## src/rtl/assoc2_pkg.sv

```systemverilog
package assoc2_pkg;
  localparam int unsigned NWAYS = 2;

  typedef enum logic {
    CTL_IDLE  = 1'b0,
    CTL_FETCH = 1'b1
  } ctl_state_e;
endpackage

```

## src/rtl/assoc2_way_bank.sv

```systemverilog
// One way of the cache: valid, tag and data per set, with its tag comparator.
module assoc2_way_bank #(
  parameter int unsigned SETS   = 16,
  parameter int unsigned SET_W  = 4,
  parameter int unsigned TAG_W  = 8,
  parameter int unsigned DATA_W = 32
) (
  input  logic              clk,
  input  logic              rst_n,
  input  logic [SET_W-1:0]  rd_set,
  input  logic [TAG_W-1:0]  cmp_tag,
  output logic              rd_valid,
  output logic              match,
  output logic [DATA_W-1:0] rd_data,
  input  logic              wr_en,
  input  logic [SET_W-1:0]  wr_set,
  input  logic [TAG_W-1:0]  wr_tag,
  input  logic [DATA_W-1:0] wr_data
);
  logic [SETS-1:0]   vld_q, vld_d;
  logic [TAG_W-1:0]  tag_q  [SETS];
  logic [DATA_W-1:0] data_q [SETS];

  always_comb begin
    vld_d = vld_q;
    if (wr_en) vld_d[wr_set] = 1'b1;
  end

  always_ff @(posedge clk or negedge rst_n) begin
    if (!rst_n) vld_q <= '0;
    else        vld_q <= vld_d;
  end

  always_ff @(posedge clk) begin
    if (wr_en) begin
      tag_q[wr_set]  <= wr_tag;
      data_q[wr_set] <= wr_data;
    end
  end

  assign rd_valid = vld_q[rd_set];
  assign match    = rd_valid && (tag_q[rd_set] == cmp_tag);
  assign rd_data  = data_q[rd_set];


  fill_sets_valid_chk: assert property (@(posedge clk) disable iff (!rst_n)
    wr_en |=> vld_q[$past(wr_set)]);
endmodule

```

## src/rtl/assoc2_lru_pick.sv

```systemverilog
// Per-set LRU bit and victim selection (empty way first, then LRU).
module assoc2_lru_pick #(
  parameter int unsigned SETS  = 16,
  parameter int unsigned SET_W = 4
) (
  input  logic             clk,
  input  logic             rst_n,
  input  logic [SET_W-1:0] look_set,
  input  logic             look_v0,
  input  logic             look_v1,
  output logic             victim,
  input  logic             touch_en,
  input  logic [SET_W-1:0] touch_set,
  input  logic             touch_way
);
  logic [SETS-1:0] lru_q, lru_d;

  always_comb begin
    lru_d = lru_q;
    if (touch_en) lru_d[touch_set] = ~touch_way;
  end

  always_ff @(posedge clk or negedge rst_n) begin
    if (!rst_n) lru_q <= '0;
    else        lru_q <= lru_d;
  end

  always_comb begin
    if (!look_v0)      victim = 1'b0;
    else if (!look_v1) victim = 1'b1;
    else               victim = lru_q[look_set];
  end


  lru_points_away_chk: assert property (@(posedge clk) disable iff (!rst_n)
    touch_en |=> (lru_q[$past(touch_set)] != $past(touch_way)));
endmodule

```

## src/rtl/assoc2_rd_cache.sv

```systemverilog
// Blocking read-only cache, two ways per set, one word per block.
module assoc2_rd_cache
  import assoc2_pkg::*;
#(
  parameter int unsigned ADDR_W = 12,
  parameter int unsigned SETS   = 16,
  parameter int unsigned DATA_W = 32
) (
  input  logic              clk,
  input  logic              rst_n,
  input  logic              req_valid,
  input  logic [ADDR_W-1:0] req_addr,
  output logic              rsp_ready,
  output logic              rsp_hit,
  output logic [DATA_W-1:0] rsp_data,
  output logic              mem_valid,
  output logic [ADDR_W-1:0] mem_addr,
  input  logic              mem_ready,
  input  logic [DATA_W-1:0] mem_rdata
);
  localparam int unsigned SET_W = $clog2(SETS);
  localparam int unsigned TAG_W = ADDR_W - SET_W;

  ctl_state_e        state_q, state_d;
  logic [ADDR_W-1:0] fadr_q, fadr_d;
  logic              fway_q, fway_d;

  logic [SET_W-1:0]  look_set, fill_set;
  logic [TAG_W-1:0]  look_tag, fill_tag;
  logic [NWAYS-1:0]  way_match, way_valid;
  logic [DATA_W-1:0] way_data [NWAYS];
  logic              lookup, any_hit, fill, victim;

  assign look_set = req_addr[SET_W-1:0];
  assign look_tag = req_addr[ADDR_W-1:SET_W];
  assign fill_set = fadr_q[SET_W-1:0];
  assign fill_tag = fadr_q[ADDR_W-1:SET_W];

  assign lookup  = (state_q == CTL_IDLE) && req_valid;
  assign any_hit = |way_match;
  assign fill    = (state_q == CTL_FETCH) && mem_ready;

  for (genvar w = 0; w < NWAYS; w++) begin : g_way
    assoc2_way_bank #(
      .SETS(SETS), .SET_W(SET_W), .TAG_W(TAG_W), .DATA_W(DATA_W)
    ) u_bank (
      .clk      (clk),
      .rst_n    (rst_n),
      .rd_set   (look_set),
      .cmp_tag  (look_tag),
      .rd_valid (way_valid[w]),
      .match    (way_match[w]),
      .rd_data  (way_data[w]),
      .wr_en    (fill && (fway_q == w[0])),
      .wr_set   (fill_set),
      .wr_tag   (fill_tag),
      .wr_data  (mem_rdata)
    );
  end

  assoc2_lru_pick #(.SETS(SETS), .SET_W(SET_W)) u_lru (
    .clk       (clk),
    .rst_n     (rst_n),
    .look_set  (look_set),
    .look_v0   (way_valid[0]),
    .look_v1   (way_valid[1]),
    .victim    (victim),
    .touch_en  (rsp_ready),
    .touch_set (fill ? fill_set : look_set),
    .touch_way (fill ? fway_q : way_match[1])
  );

  // Next-state and capture enables
  always_comb begin
    state_d = state_q;
    fadr_d  = fadr_q;
    fway_d  = fway_q;
    unique case (state_q)
      CTL_IDLE: if (lookup && !any_hit) begin
        state_d = CTL_FETCH;
        fadr_d  = req_addr;
        fway_d  = victim;
      end
      CTL_FETCH: if (mem_ready) state_d = CTL_IDLE;
      default: state_d = CTL_IDLE;
    endcase
  end

  always_ff @(posedge clk or negedge rst_n) begin
    if (!rst_n) begin
      state_q <= CTL_IDLE;
      fadr_q  <= '0;
      fway_q  <= 1'b0;
    end else begin
      state_q <= state_d;
      fadr_q  <= fadr_d;
      fway_q  <= fway_d;
    end
  end

  assign rsp_hit   = lookup && any_hit;
  assign rsp_ready = rsp_hit || fill;
  assign rsp_data  = fill ? mem_rdata : (way_match[1] ? way_data[1] : way_data[0]);
  assign mem_valid = (state_q == CTL_FETCH);
  assign mem_addr  = fadr_q;


  single_way_match_chk: assert property (@(posedge clk) disable iff (!rst_n)
    lookup |-> $onehot0(way_match));

  hit_no_fetch_chk: assert property (@(posedge clk) disable iff (!rst_n)
    rsp_hit |-> (rsp_ready && !mem_valid));

  fetch_held_chk: assert property (@(posedge clk) disable iff (!rst_n)
    (mem_valid && !mem_ready) |=> (mem_valid && $stable(mem_addr)));

  fill_answers_chk: assert property (@(posedge clk) disable iff (!rst_n)
    (mem_valid && mem_ready) |-> (rsp_ready && !rsp_hit && rsp_data == mem_rdata));

  fill_returns_idle_chk: assert property (@(posedge clk) disable iff (!rst_n)
    (mem_valid && mem_ready) |=> !mem_valid);
endmodule

```

## config.mk

```make
export PLATFORM = sky130hd
export DESIGN_NAME = assoc2_rd_cache
export DESIGN_NICKNAME = d
export VERILOG_FILES = /design/src/rtl/assoc2_pkg.sv /design/src/rtl/assoc2_way_bank.sv /design/src/rtl/assoc2_lru_pick.sv /design/src/rtl/assoc2_rd_cache.sv
export SDC_FILE = /design/constraint.sdc
export NUM_CORES = 1
export LEC_CHECK = 0
export ABC_AREA = 0
export BUFFER_PORTS_ARGS = -buffer_cell sky130_fd_sc_hd__buf_4
export CORE_MARGIN = 2
export CORE_UTILIZATION = 34
export CTS_CLUSTER_DIAMETER = 100
export DETAILED_ROUTE_END_ITERATION = 12
export GPL_ROUTABILITY_DRIVEN = 0
export PLACE_DENSITY = 0.47
export SLEW_MARGIN = 20
export SYNTH_ARGS = -nofsm -noshare
export SYNTH_HDL_FRONTEND = slang
export SYNTH_SLANG_ARGS = --single-unit
```

## constraint.sdc

```tcl
create_clock -name clk -period 4.8 [get_ports clk]
set_input_delay 0.24 -clock clk [delete_from_list [all_inputs] [get_ports clk]]
set_output_delay 0.24 -clock clk [all_outputs]
set_load 0.005 [all_outputs]
```

==> impl_metrics.tcl <==
set metrics [dict create \
    cts_root_buffer "clkbuf_16" \
    cp_slowest_stage_delay_ns 0.49 \
    relSlewSlack 0.2654 \
    rr_worst_depth 9 \
    timing.fmax_ghz 0.2227 \
    cp-start-kind "register" \
    coreArea_sq_um 152300 \
    crit_path_end_kind "output port" \
    finalSetupViolCount 0 \
    antenna_found_initial 5 \
    yosys.cell_types.count 48 \
    synth_top_cells_by_area "edfxtp_1, mux4_2, dfrtp_1" \
    finish.utilization 0.4005 \
    status "finished, final reports clean" \
    crit_slowest_cell "mux4_2" \
    worst_ep_arrival_time_ns 4.25 \
    final_nets 2589 \
    cts_max_path_buffers 3 \
    p_leak_uw 0.01931 \
    clk_pin_slew_ns 0.06 \
    synth_edf_count 1280 \
    routedWlPerCell_um 30.16 \
    drv_slew 0 \
    ant_nets 0 \
    met1Wirelength_um 62370 \
    grt_pass1_wl_um 201400 \
    syn-cell-area_sq_um 52230 \
    ys_seq_area_frac 0.7656 \
    cts_buffers 147 \
    yosys.area_share.simple 0.01653 \
    fp.dieH_um 395.9 \
    layout_common_cells "edfxtp_1, mux4_2, buf_4, clkbuf_16, mux2i_1" \
    skew_ns 0.02514 \
    pwr_density_cell_nw_per_um2 428.5 \
    stdcell_count 4685 \
    finalCritPeriodShare 0.9356 \
    whs_path_depth 2 \
    yosysWarnings 0 \
    hold_viol 0 \
    synth_top_family_by_area "multiplexers" \
    wl_met3_um 7318 \
    htree_levels 4 \
    ys.flop_type "edfxtp_1" \
    drcViolationCount 0 \
    max_cap_viol_count 0 \
    dr.pass1.iters 5 \
    layout-drive-gt1-share 0.3293 \
    cts_resized 0 \
    vias 24840 \
    clk_latency_ns 0.76 \
    synth-xor-area-share 0.002683 \
    cts.sinks 1342 \
    worstMarginPinSlew_ns 1.102 \
    via_per_inst 5.301 \
    groute.usage.overall 0.1818 \
    start_util 0.3430 \
    dp.cells 4380 \
    hold_path_class "in2reg" \
    wl_met2_um 68550 \
    yosys.area.top_type "edfxtp_1" \
    synthMuxAreaShare 0.1878 \
    synthesis.nets 2335 \
    io_pins 95 \
    min_period_ns 4.491 \
    drt-total-wl_um 141300 \
    reg2reg_slack_ns 1.26 \
    dieArea_sq_um 156800 \
    synthDominantCellAreaShare 0.7359 \
    rsz0062_at_grt "no" \
    critPathMostFrequentCell "mux4_2" \
    grt_overflow 0 \
    drtIter0Drc 2502 \
    cp_max_fo 18 \
    rows 143 \
    synth-async-reset-ratio 0.04620 \
    hpwl_um 76630 \
    port_buffers 94 \
    post_synth_inst_count 2287 \
    top_layer_used "met5" \
    first_global_vias 26450 \
    die_w_um 395.9 \
    fillCellCount 13370 \
    syn_to_final_growth_pct 16.75 \
    path_class "reg2out" \
    cts_tree "built" \
    area.sequential_sq_um 39990 \
    synthAdderAreaFrac 0 \
    grt_max_degree 110 \
    worst_ep_required_time_ns 4.56 \
    synth_compound_area_frac 0.01421 \
    mostFrequentLayoutCell "edfxtp_1" \
    ys_ff_latch 1342 \
    syn_area_per_cell_sq_um 22.84 \
    vdd_ir_drop_max_mv 0.3483 \
    path_cells "mux4_2 > mux4_2 > xnor2_1 > nand2_1 > a2111oi_4 > and2_4 > buf_12 > mux2i_1 > a21oi_1 > buf_4" \
    multi_input_area_sq_um 11810 \
    fin_tns_setup_ns 0 \
]
[where the power goes]
part | internal [uW] | leakage, uW | switching [uW]
clock network | 6230 | 0.00225 | 4570
registers | 13200 | 0.0123 | 264
logic | 777 | 0.00476 | 1030
total | 20300 | 0.0193 | 5870
[cell type report]
class | count | share of cell area
clock buffer | 186 | 0.06443
timing repair buffer | 221 | 0.03258
inverter | 18 | 0.001190
tap | 2030 | 0.04165
antenna | 1 | 0.00004104
sequential | 1342 | 0.6559
clock inverter | 76 | 0.01065
multi-input combinational | 811 | 0.1936
[Yosys cell counts, types with 13 or more instances]
library cell / count
edfxtp_1: 1280
mux2_2: 18
mux2i_1: 77
mux4_2: 387
o21ai_0: 39
clkbuf_1: 53
dfrtp_1: 62
buf_2: 37
buf_6: 13
a21oi_1: 48
inv_1: 16
nand2_1: 17
or2_2: 34
nor2_1: 91
[stage by stage]
step | instance area, sq um | total power [uW] | hold slack [ns] | setup WS [ns]
6_report | 60980 | 26130 | 0.08365 | 0.3090
4_1_cts | 60970 | 26440 | 0.01807 | 0.2455
3_5_place_dp | 55970 | 15570 | 0.3913 | 0.5344
2_1_floorplan | 52230 | 14680 | -0.05559 | 1.372
5_1_grt | 60980 | 27000 | 0.07083 | 0.1170
3_3_place_gp | 55970 | 15520 | 0.3790 | 0.5897
[final timing paths]
path | from | end
max | g_way[1].u_bank.tag_q[13][3] | rsp_data[17]
max in group asynchronous | rst_n | mem_addr[11]
min reg2reg | g_way[0].u_bank.vld_q[0] | g_way[0].u_bank.vld_q[0]
min | req_addr[0] | mem_addr[0]
min in group asynchronous | rst_n | g_way[0].u_bank.vld_q[13]
max reg2reg | g_way[1].u_bank.tag_q[13][3] | mem_addr[11]
[kinds of logic after synthesis]
logic type,Yosys count
buffers and inverters,134
and+or+nand+nor,181
AOI/OAI and AO/OA,124
xor gates and xnor gates,16
muxes,490
DFF,1342
[registers in the layout (all words and copies together), names as in the netlist]
name and cells:
g_way.u_bank.data_q 1024, fway_q 1, g_way.u_bank.tag_q 256, u_lru.lru_q 16, g_way.u_bank.vld_q 32, mem_valid 1
mem_addr 12
[routing by layer]
layer / vias up / track usage
met4: 4 / 0.04746
met2: 728 / 0.2955
li1: 10190 / -
met3: 188 / 0.03181
met1: 13730 / 0.2536
met5: - / 0
[timing repair]
action | CTS | global route
hold buffers | 42 | 0
buffers inserted | 0 | 0
hold endpoints to repair | 1095 | 0
[worst max-delay path: cells and delay by family (launching register included)]
| kind | cells | cell delay (ns) |
|---|---|---|
| compound gates | 2 | 0.84 |
| xor+xnor | 1 | 0.35 |
| buf+inv | 2 | 0.41 |
| flops | 1 | 0.36 |
| mux | 3 | 1.08 |
| simple gates | 2 | 0.39 |
No activity file was read; power rests on OpenSTA's default activity.
